### src/rtl/extirq_pkg.sv
package extirq_pkg;
  localparam int REG_ADDR_W = 2;

  typedef enum logic [REG_ADDR_W-1:0] {
    REG_POL  = 2'd0,
    REG_SEL  = 2'd1,
    REG_ENA  = 2'd2,
    REG_FLAG = 2'd3
  } reg_idx_e;

  typedef struct packed {
    logic     wrPol;
    logic     wrSel;
    logic     wrEna;
    logic     wrFlag;
    reg_idx_e rdIdx;
  } extirq_strobe_t;
endpackage

### src/rtl/extirq_ctrl.sv
module extirq_ctrl
  import extirq_pkg::*;
#(
  parameter int NUM_SLOTS = 9
) (
  input  logic [REG_ADDR_W-1:0] regAddr,
  input  logic                  regWrEn,
  input  logic [NUM_SLOTS-1:0]  wrBits,
  input  logic [NUM_SLOTS-1:0]  ackIn,
  output extirq_strobe_t        strobe,
  output logic [NUM_SLOTS-1:0]  clrMask
);
  always_comb begin
    strobe       = '0;
    strobe.rdIdx = reg_idx_e'(regAddr);
    if (regWrEn) begin
      unique case (reg_idx_e'(regAddr))
        REG_POL:  strobe.wrPol  = 1'b1;
        REG_SEL:  strobe.wrSel  = 1'b1;
        REG_ENA:  strobe.wrEna  = 1'b1;
        REG_FLAG: strobe.wrFlag = 1'b1;
        default:  ;
      endcase
    end
  end

  // A zero written to the flag register, or an acknowledge, clears the flag.
  always_comb begin
    clrMask = ackIn;
    if (strobe.wrFlag) clrMask = clrMask | ~wrBits;
  end
endmodule

### src/rtl/extirq_edge.sv
module extirq_edge #(
  parameter int SYNC_STAGES = 2
) (
  input  logic clk,
  input  logic rstN,
  input  logic pinIn,
  input  logic activeHigh,
  output logic edgeHit
);
  logic [SYNC_STAGES-1:0] syncQ;
  logic                   prevQ;
  logic                   syncLvl;

  assign syncLvl = syncQ[SYNC_STAGES-1];

  always_ff @(posedge clk or negedge rstN) begin
    if (!rstN) begin
      syncQ <= '0;
      prevQ <= 1'b0;
    end else begin
      syncQ <= {syncQ[SYNC_STAGES-2:0], pinIn};
      prevQ <= syncLvl;
    end
  end

  // Fire once, when the level changes into the selected polarity.
  assign edgeHit = (syncLvl != prevQ) && (syncLvl == activeHigh);
endmodule

### src/rtl/extirq_datapath.sv
module extirq_datapath
  import extirq_pkg::*;
#(
  parameter int NUM_SLOTS     = 9,
  parameter int SHARED_LO     = 4,
  parameter int HIGH_LO       = 6,
  parameter bit HAS_HIGH_PINS = 1'b1,
  parameter int SYNC_STAGES   = 2,
  parameter int DATA_W        = 32
) (
  input  logic                           clk,
  input  logic                           rstN,
  input  logic [NUM_SLOTS-1:0]           extPin,
  input  logic [NUM_SLOTS-1:SHARED_LO]   periphEvt,
  input  extirq_strobe_t                 strobe,
  input  logic [NUM_SLOTS-1:0]           wrBits,
  input  logic [NUM_SLOTS-1:0]           clrMask,
  output logic [DATA_W-1:0]              rdData,
  output logic [NUM_SLOTS-1:0]           flagQ,
  output logic [NUM_SLOTS-1:0]           enaQ,
  output logic [NUM_SLOTS-1:0]           slotEvt,
  output logic [NUM_SLOTS-1:0]           irqReq
);
  localparam logic [NUM_SLOTS-1:0] SEL_MASK = {NUM_SLOTS{1'b1}} << SHARED_LO;

  logic [NUM_SLOTS-1:0] polQ;
  logic [NUM_SLOTS-1:0] pinHit;
  logic [NUM_SLOTS-1:0] selEff;

  always_ff @(posedge clk or negedge rstN) begin
    if (!rstN) begin
      polQ <= '0;
      enaQ <= '0;
    end else begin
      if (strobe.wrPol) polQ <= wrBits;
      if (strobe.wrEna) enaQ <= wrBits;
    end
  end

  genvar g;
  for (g = 0; g < NUM_SLOTS; g++) begin : g_slot
    if (!HAS_HIGH_PINS && g >= HIGH_LO) begin : g_pin_tied
      logic unusedPin;
      assign unusedPin = extPin[g];
      assign pinHit[g] = 1'b0;
    end else begin : g_pin_live
      extirq_edge #(.SYNC_STAGES(SYNC_STAGES)) u_edge (
        .clk       (clk),
        .rstN      (rstN),
        .pinIn     (extPin[g]),
        .activeHigh(polQ[g]),
        .edgeHit   (pinHit[g])
      );
    end

    if (g < SHARED_LO) begin : g_dedicated
      assign selEff[g]  = 1'b1;
      assign slotEvt[g] = pinHit[g];
    end else if (!HAS_HIGH_PINS && g >= HIGH_LO) begin : g_forced
      assign selEff[g]  = 1'b0;
      assign slotEvt[g] = periphEvt[g];
    end else begin : g_shared
      logic selBit;
      always_ff @(posedge clk or negedge rstN) begin
        if (!rstN)            selBit <= 1'b0;
        else if (strobe.wrSel) selBit <= wrBits[g];
      end
      assign selEff[g]  = selBit;
      assign slotEvt[g] = selBit ? pinHit[g] : periphEvt[g];
    end
  end

  // Set has priority over clear in the same cycle.
  always_ff @(posedge clk or negedge rstN) begin
    if (!rstN) flagQ <= '0;
    else       flagQ <= (flagQ & ~clrMask) | slotEvt;
  end

  assign irqReq = flagQ & enaQ;

  always_comb begin
    rdData = '0;
    unique case (strobe.rdIdx)
      REG_POL:  rdData[NUM_SLOTS-1:0] = polQ;
      REG_SEL:  rdData[NUM_SLOTS-1:0] = selEff & SEL_MASK;
      REG_ENA:  rdData[NUM_SLOTS-1:0] = enaQ;
      REG_FLAG: rdData[NUM_SLOTS-1:0] = flagQ;
      default:  ;
    endcase
  end
endmodule

### src/rtl/extirq_top.sv
module extirq_top
  import extirq_pkg::*;
#(
  parameter int NUM_SLOTS     = 9,
  parameter int SHARED_LO     = 4,
  parameter int HIGH_LO       = 6,
  parameter bit HAS_HIGH_PINS = 1'b1,
  parameter int SYNC_STAGES   = 2,
  parameter int DATA_W        = 32
) (
  input  logic                         clk,
  input  logic                         rstN,
  input  logic [NUM_SLOTS-1:0]         extPin,
  input  logic [NUM_SLOTS-1:SHARED_LO] periphEvt,
  input  logic [NUM_SLOTS-1:0]         ackIn,
  input  logic [REG_ADDR_W-1:0]        regAddr,
  input  logic                         regWrEn,
  input  logic [DATA_W-1:0]            regWdata,
  output logic [DATA_W-1:0]            regRdata,
  output logic [NUM_SLOTS-1:0]         irqReq
);
  extirq_strobe_t       strobe;
  logic [NUM_SLOTS-1:0] wrBits;
  logic [NUM_SLOTS-1:0] clrMask;
  logic [NUM_SLOTS-1:0] flagVec;
  logic [NUM_SLOTS-1:0] enaVec;
  logic [NUM_SLOTS-1:0] slotEvt;
  logic                 unusedHiData;

  assign wrBits       = regWdata[NUM_SLOTS-1:0];
  assign unusedHiData = ^regWdata[DATA_W-1:NUM_SLOTS];

  extirq_ctrl #(.NUM_SLOTS(NUM_SLOTS)) u_ctrl (
    .regAddr(regAddr),
    .regWrEn(regWrEn),
    .wrBits (wrBits),
    .ackIn  (ackIn),
    .strobe (strobe),
    .clrMask(clrMask)
  );

  extirq_datapath #(
    .NUM_SLOTS    (NUM_SLOTS),
    .SHARED_LO    (SHARED_LO),
    .HIGH_LO      (HIGH_LO),
    .HAS_HIGH_PINS(HAS_HIGH_PINS),
    .SYNC_STAGES  (SYNC_STAGES),
    .DATA_W       (DATA_W)
  ) u_dp (
    .clk      (clk),
    .rstN     (rstN),
    .extPin   (extPin),
    .periphEvt(periphEvt),
    .strobe   (strobe),
    .wrBits   (wrBits),
    .clrMask  (clrMask),
    .rdData   (regRdata),
    .flagQ    (flagVec),
    .enaQ     (enaVec),
    .slotEvt  (slotEvt),
    .irqReq   (irqReq)
  );
endmodule

### config.mk
export PLATFORM = sky130hd
export DESIGN_NAME = extirq_top
export DESIGN_NICKNAME = d
export VERILOG_FILES = /design/src/rtl/extirq_pkg.sv /design/src/rtl/extirq_ctrl.sv /design/src/rtl/extirq_edge.sv /design/src/rtl/extirq_datapath.sv /design/src/rtl/extirq_top.sv
export SDC_FILE = /design/constraint.sdc
export NUM_CORES = 1
export LEC_CHECK = 0
export ABC_AREA = 1
export BUFFER_PORTS_ARGS = -buffer_cell sky130_fd_sc_hd__buf_2
export CORE_ASPECT_RATIO = 0.9
export CORE_MARGIN = 4
export CORE_UTILIZATION = 44
export DETAILED_ROUTE_END_ITERATION = 16
export GPL_ROUTABILITY_DRIVEN = 0
export HOLD_SLACK_MARGIN = 0.1
export PLACE_DENSITY = 0.83
export SLEW_MARGIN = 30
export SYNTH_ARGS = -nofsm -noshare
export SYNTH_HDL_FRONTEND = slang
export SYNTH_SLANG_ARGS = --single-unit
### constraint.sdc
create_clock -name clk -period 0.9 [get_ports clk]
set_clock_uncertainty 0.1 [all_clocks]
set_input_delay 0.045 -clock clk [delete_from_list [all_inputs] [get_ports clk]]
set_output_delay 0.045 -clock clk [all_outputs]
set_load 0.02 [all_outputs]
==> metrics.md <==
| Metric | Value |
|---|---|
| Status | complete, but fails checks |
| Failing checks | setup timing |
| DRT iter0 DRCs | 145 |
| Synth top area cells | dfrtp_1 54%, nand2_1 13%, inv_1 6.9%, buf_4 6.3%, nand3_1 4.4% |
| Area grow syn2layout | 53.4% |
| Unrepaired setup endpoints after global routing | yes |
| Root buf cell | clkbuf_8 |
| R2R Path Start | u_dp.g_slot[6].g_shared.selBit |
| Antenna-violating nets left | 0 |
| Final Cell Area | 4230 µm² |
| Final Critical Period | 1300 ps |
| Clock buffer depth | 2 |
| Post-Syn Area | 2760 µm² |
| Die width | 91.4 µm |
| LEAKAGE | 0.00225 µW |
| Critical Path, Cell by Cell | nand2_1 > nand4_1 > buf_6 |
| Layout cells sized above 1 | 0.391 |
| Most frequent cells in the layout | 80 x nand2_1, 59 x dfrtp_1, 39 x inv_1 |
| #FFs+latches synth | 59 |
| Crit. End Element | output pin |
| YS warnings | 0 |
| Yosys top cell area share | 0.536 |
| Die ar. | 7600 µm² |
| Util after Layout | 0.691 |
| Worst Path Arrival | 1160 ps |
| CP required | 750 ps |
| Synthesized area per cell | 8.67 µm² |
| Number of cell rows | 27 |
| Cell area after placement | 3220 µm² |
| CORE AREA | 6110 µm² |
| Port Buffer Count | 54 |
| Clk_lat worst skew | 340 ps |
| Crit-path max cell delay | 410 ps |
| Reg clk slew, reported paths | 60 ps |
| Worst r2r path cells | 4 |
| Flop2flop setup slack | -180 ps |
| Maxcap violations | 0 |
| TritonCTS clock tree | done |
| Cell count of the worst hold path | 6 |
| Synth Instances | 318 |
| Sequential fraction of the synthesis area | 0.536 |
| Die height | 83.1 µm |
| H-tree Lvls | 3 |
| Worst hold start | regWrEn |
| Top cell family by delay on the critical path | flip-flops |
| Vias in the first global route | 2506 |
| Total gr overflow | 0 |
| Kind of critical path | reg -> out |
| Multi-input gate area | 1070 µm² |
| Clk sinks | 59 |
| Highest-delay cell along the critical path | dfrtp_1 |
| Largest net degree at the start of global routing | 32 |
| Via count | 2516 |
| Wire per inst | 13.7 µm |
| Final nets | 514 |
| Yosys top cell by area | dfrtp_1 |
| Worst setup SP type | flop |
| Most common cell after layout, fill and taps aside | nand2_1 |
| Crit path buffers/inverters | 1 |
| Worst setup slack after layout | -401 ps |
| PD cells | 1740 nW/µm² |
| Antenna cells | 0 |
| Fillers | 409 |
| Hold WC Path Type | in -> reg |
| Hold Path End | u_dp.flagQ[0] |
| Initial antenna violation count | 0 |
| Dpl ws | -232 ps |
| DPL Wire Length | 4370 µm |
| Reg2reg end | u_dp.flagQ[6] |
| Max Slew Vio Count | 0 |
| Netlist cell types | 21 |
| Worst VDD drop | 1470 µV |
| Initial core utilization | 0.451 |
| Top Ports | 101 |
| First-pass GRT wire length | 11500 µm |
| Tcrit/Tclk final | 1.45 |
| Total track usage | 0.193 |
| Fin. Hold Viols | 0 |
| Cell count along the critical path | 3 |
| Final WL | 7460 µm |
| DRC Markers | 0 |
| Pre-Repair DR Iteration Count | 4 |
| Critical Path Fanout Max | 3 |
| Final setup violation count | 31 |
| Hold_ws | 95.8 ps |
| Clock buffer count from CTS | 9 |
| Maximum clock frequency | 0.769 GHz |
| DR vias/cell | 4.62 |
| FF+latch area | 1480 µm² |
==> logic make-up (layout without fill, tap and decap cells) <==
logic type / Yosys count / count (layout) / share of synthesized area
buffers and inverters: 82 / 200 / 0.156
flip-flops: 59 / 59 / 0.536
other: 1 / 23 / 0.00136
AND/OR/NAND/NOR: 149 / 149 / 0.246
AO/OA/AOI/OAI: 27 / 27 / 0.0613
==> how the worst max path moves through the flow <==
stage / from / endpoint / slack (ps)
5_1_grt: u_dp.g_slot[6].g_shared.selBit / regRdata[6] / -480
4_1_cts: u_dp.flagQ[6] / regRdata[6] / -370
6_report: u_dp.enaQ[6] / regRdata[6] / -400
3_5_place_dp: regAddr[1] / u_dp.g_slot[7].g_shared.selBit / -230
3_3_place_gp: regAddr[1] / u_dp.g_slot[4].g_shared.selBit / -210
2_1_floorplan: regAddr[1] / u_dp.enaQ[7] / -7
==> power by group <==
part,switching [µW],total (µW),internal [µW]
Sequential,241,3190,2950
Clock,966,2010,1040
Combinational,1070,2160,1090
==> metrics by stage <==
step                      std cells  TNS [ps]  total power (µW)
after floorplan                 340     -6.72              4080
after global placement          470     -4910              4470
after detailed placement        470     -5740              4530
after CTS                       537     -5440              6980
after global routing            545     -7450              7750
final                           545     -5950              7360
==> registers in the layout, summed over array words and instances, names as in the netlist <==
| signal | count |
|---|---|
| u_dp.g_slot.g_pin_live.u_edge.syncQ | 18 |
| u_dp.g_slot.g_shared.selBit | 5 |
| u_dp.g_slot.g_pin_live.u_edge.prevQ | 9 |
| u_dp.enaQ | 9 |
| u_dp.polQ | 9 |
| u_dp.flagQ | 9 |
==> cell type report <==
type | count | area share
clock buffers | 12 | 0.0343
clock inverters | 3 | 0.00355
inverters | 54 | 0.0497
multi-input cells | 199 | 0.253
flip-flops and latches | 59 | 0.349
well taps | 87 | 0.0257
repair buffers | 131 | 0.284
==> synthesized netlist by cell type <==
cell	instances
nand2_1	99
dfrtp_1	59
inv_1	51
nand3_1	24
buf_4	23
o21ai_1	14
nand4_1	9
o21ai_2	9
nor2_1	8
buf_6	4
o21ai_0	4
inv_2	2
nand2_2	2
nand2_4	2
nor2_8	2
buf_2	1
conb_1	1
inv_6	1
nor2_2	1
nor2_4	1
or2_2	1
==> timing repair <==
action | CTS | global route
hold buffers | 34 | 0
hold endpoints to repair | 100 | 0
pin swaps | 22 | 40
resized for setup | 37 | 71
setup endpoints to repair | 20 | 36
buffers inserted | 18 | 14
==> worst min-delay path: stages <==
cell,delay [ps]
buf_2,130
inv_1,70
nor2_2,80
nand2_1,60
nand3_1,60
nand2_1,60
==> per-layer routing <==
metal,up-vias,share of wire,wire length [µm],GRT usage
met3,22,0.055,409,0.0399
met1,1186,0.40,2990,0.235
li1,1205,-,-,-
met4,0,0.031,231,0.110
met5,-,0,0,0
met2,103,0.51,3830,0.317
Power figures use the tool's default switching activity.
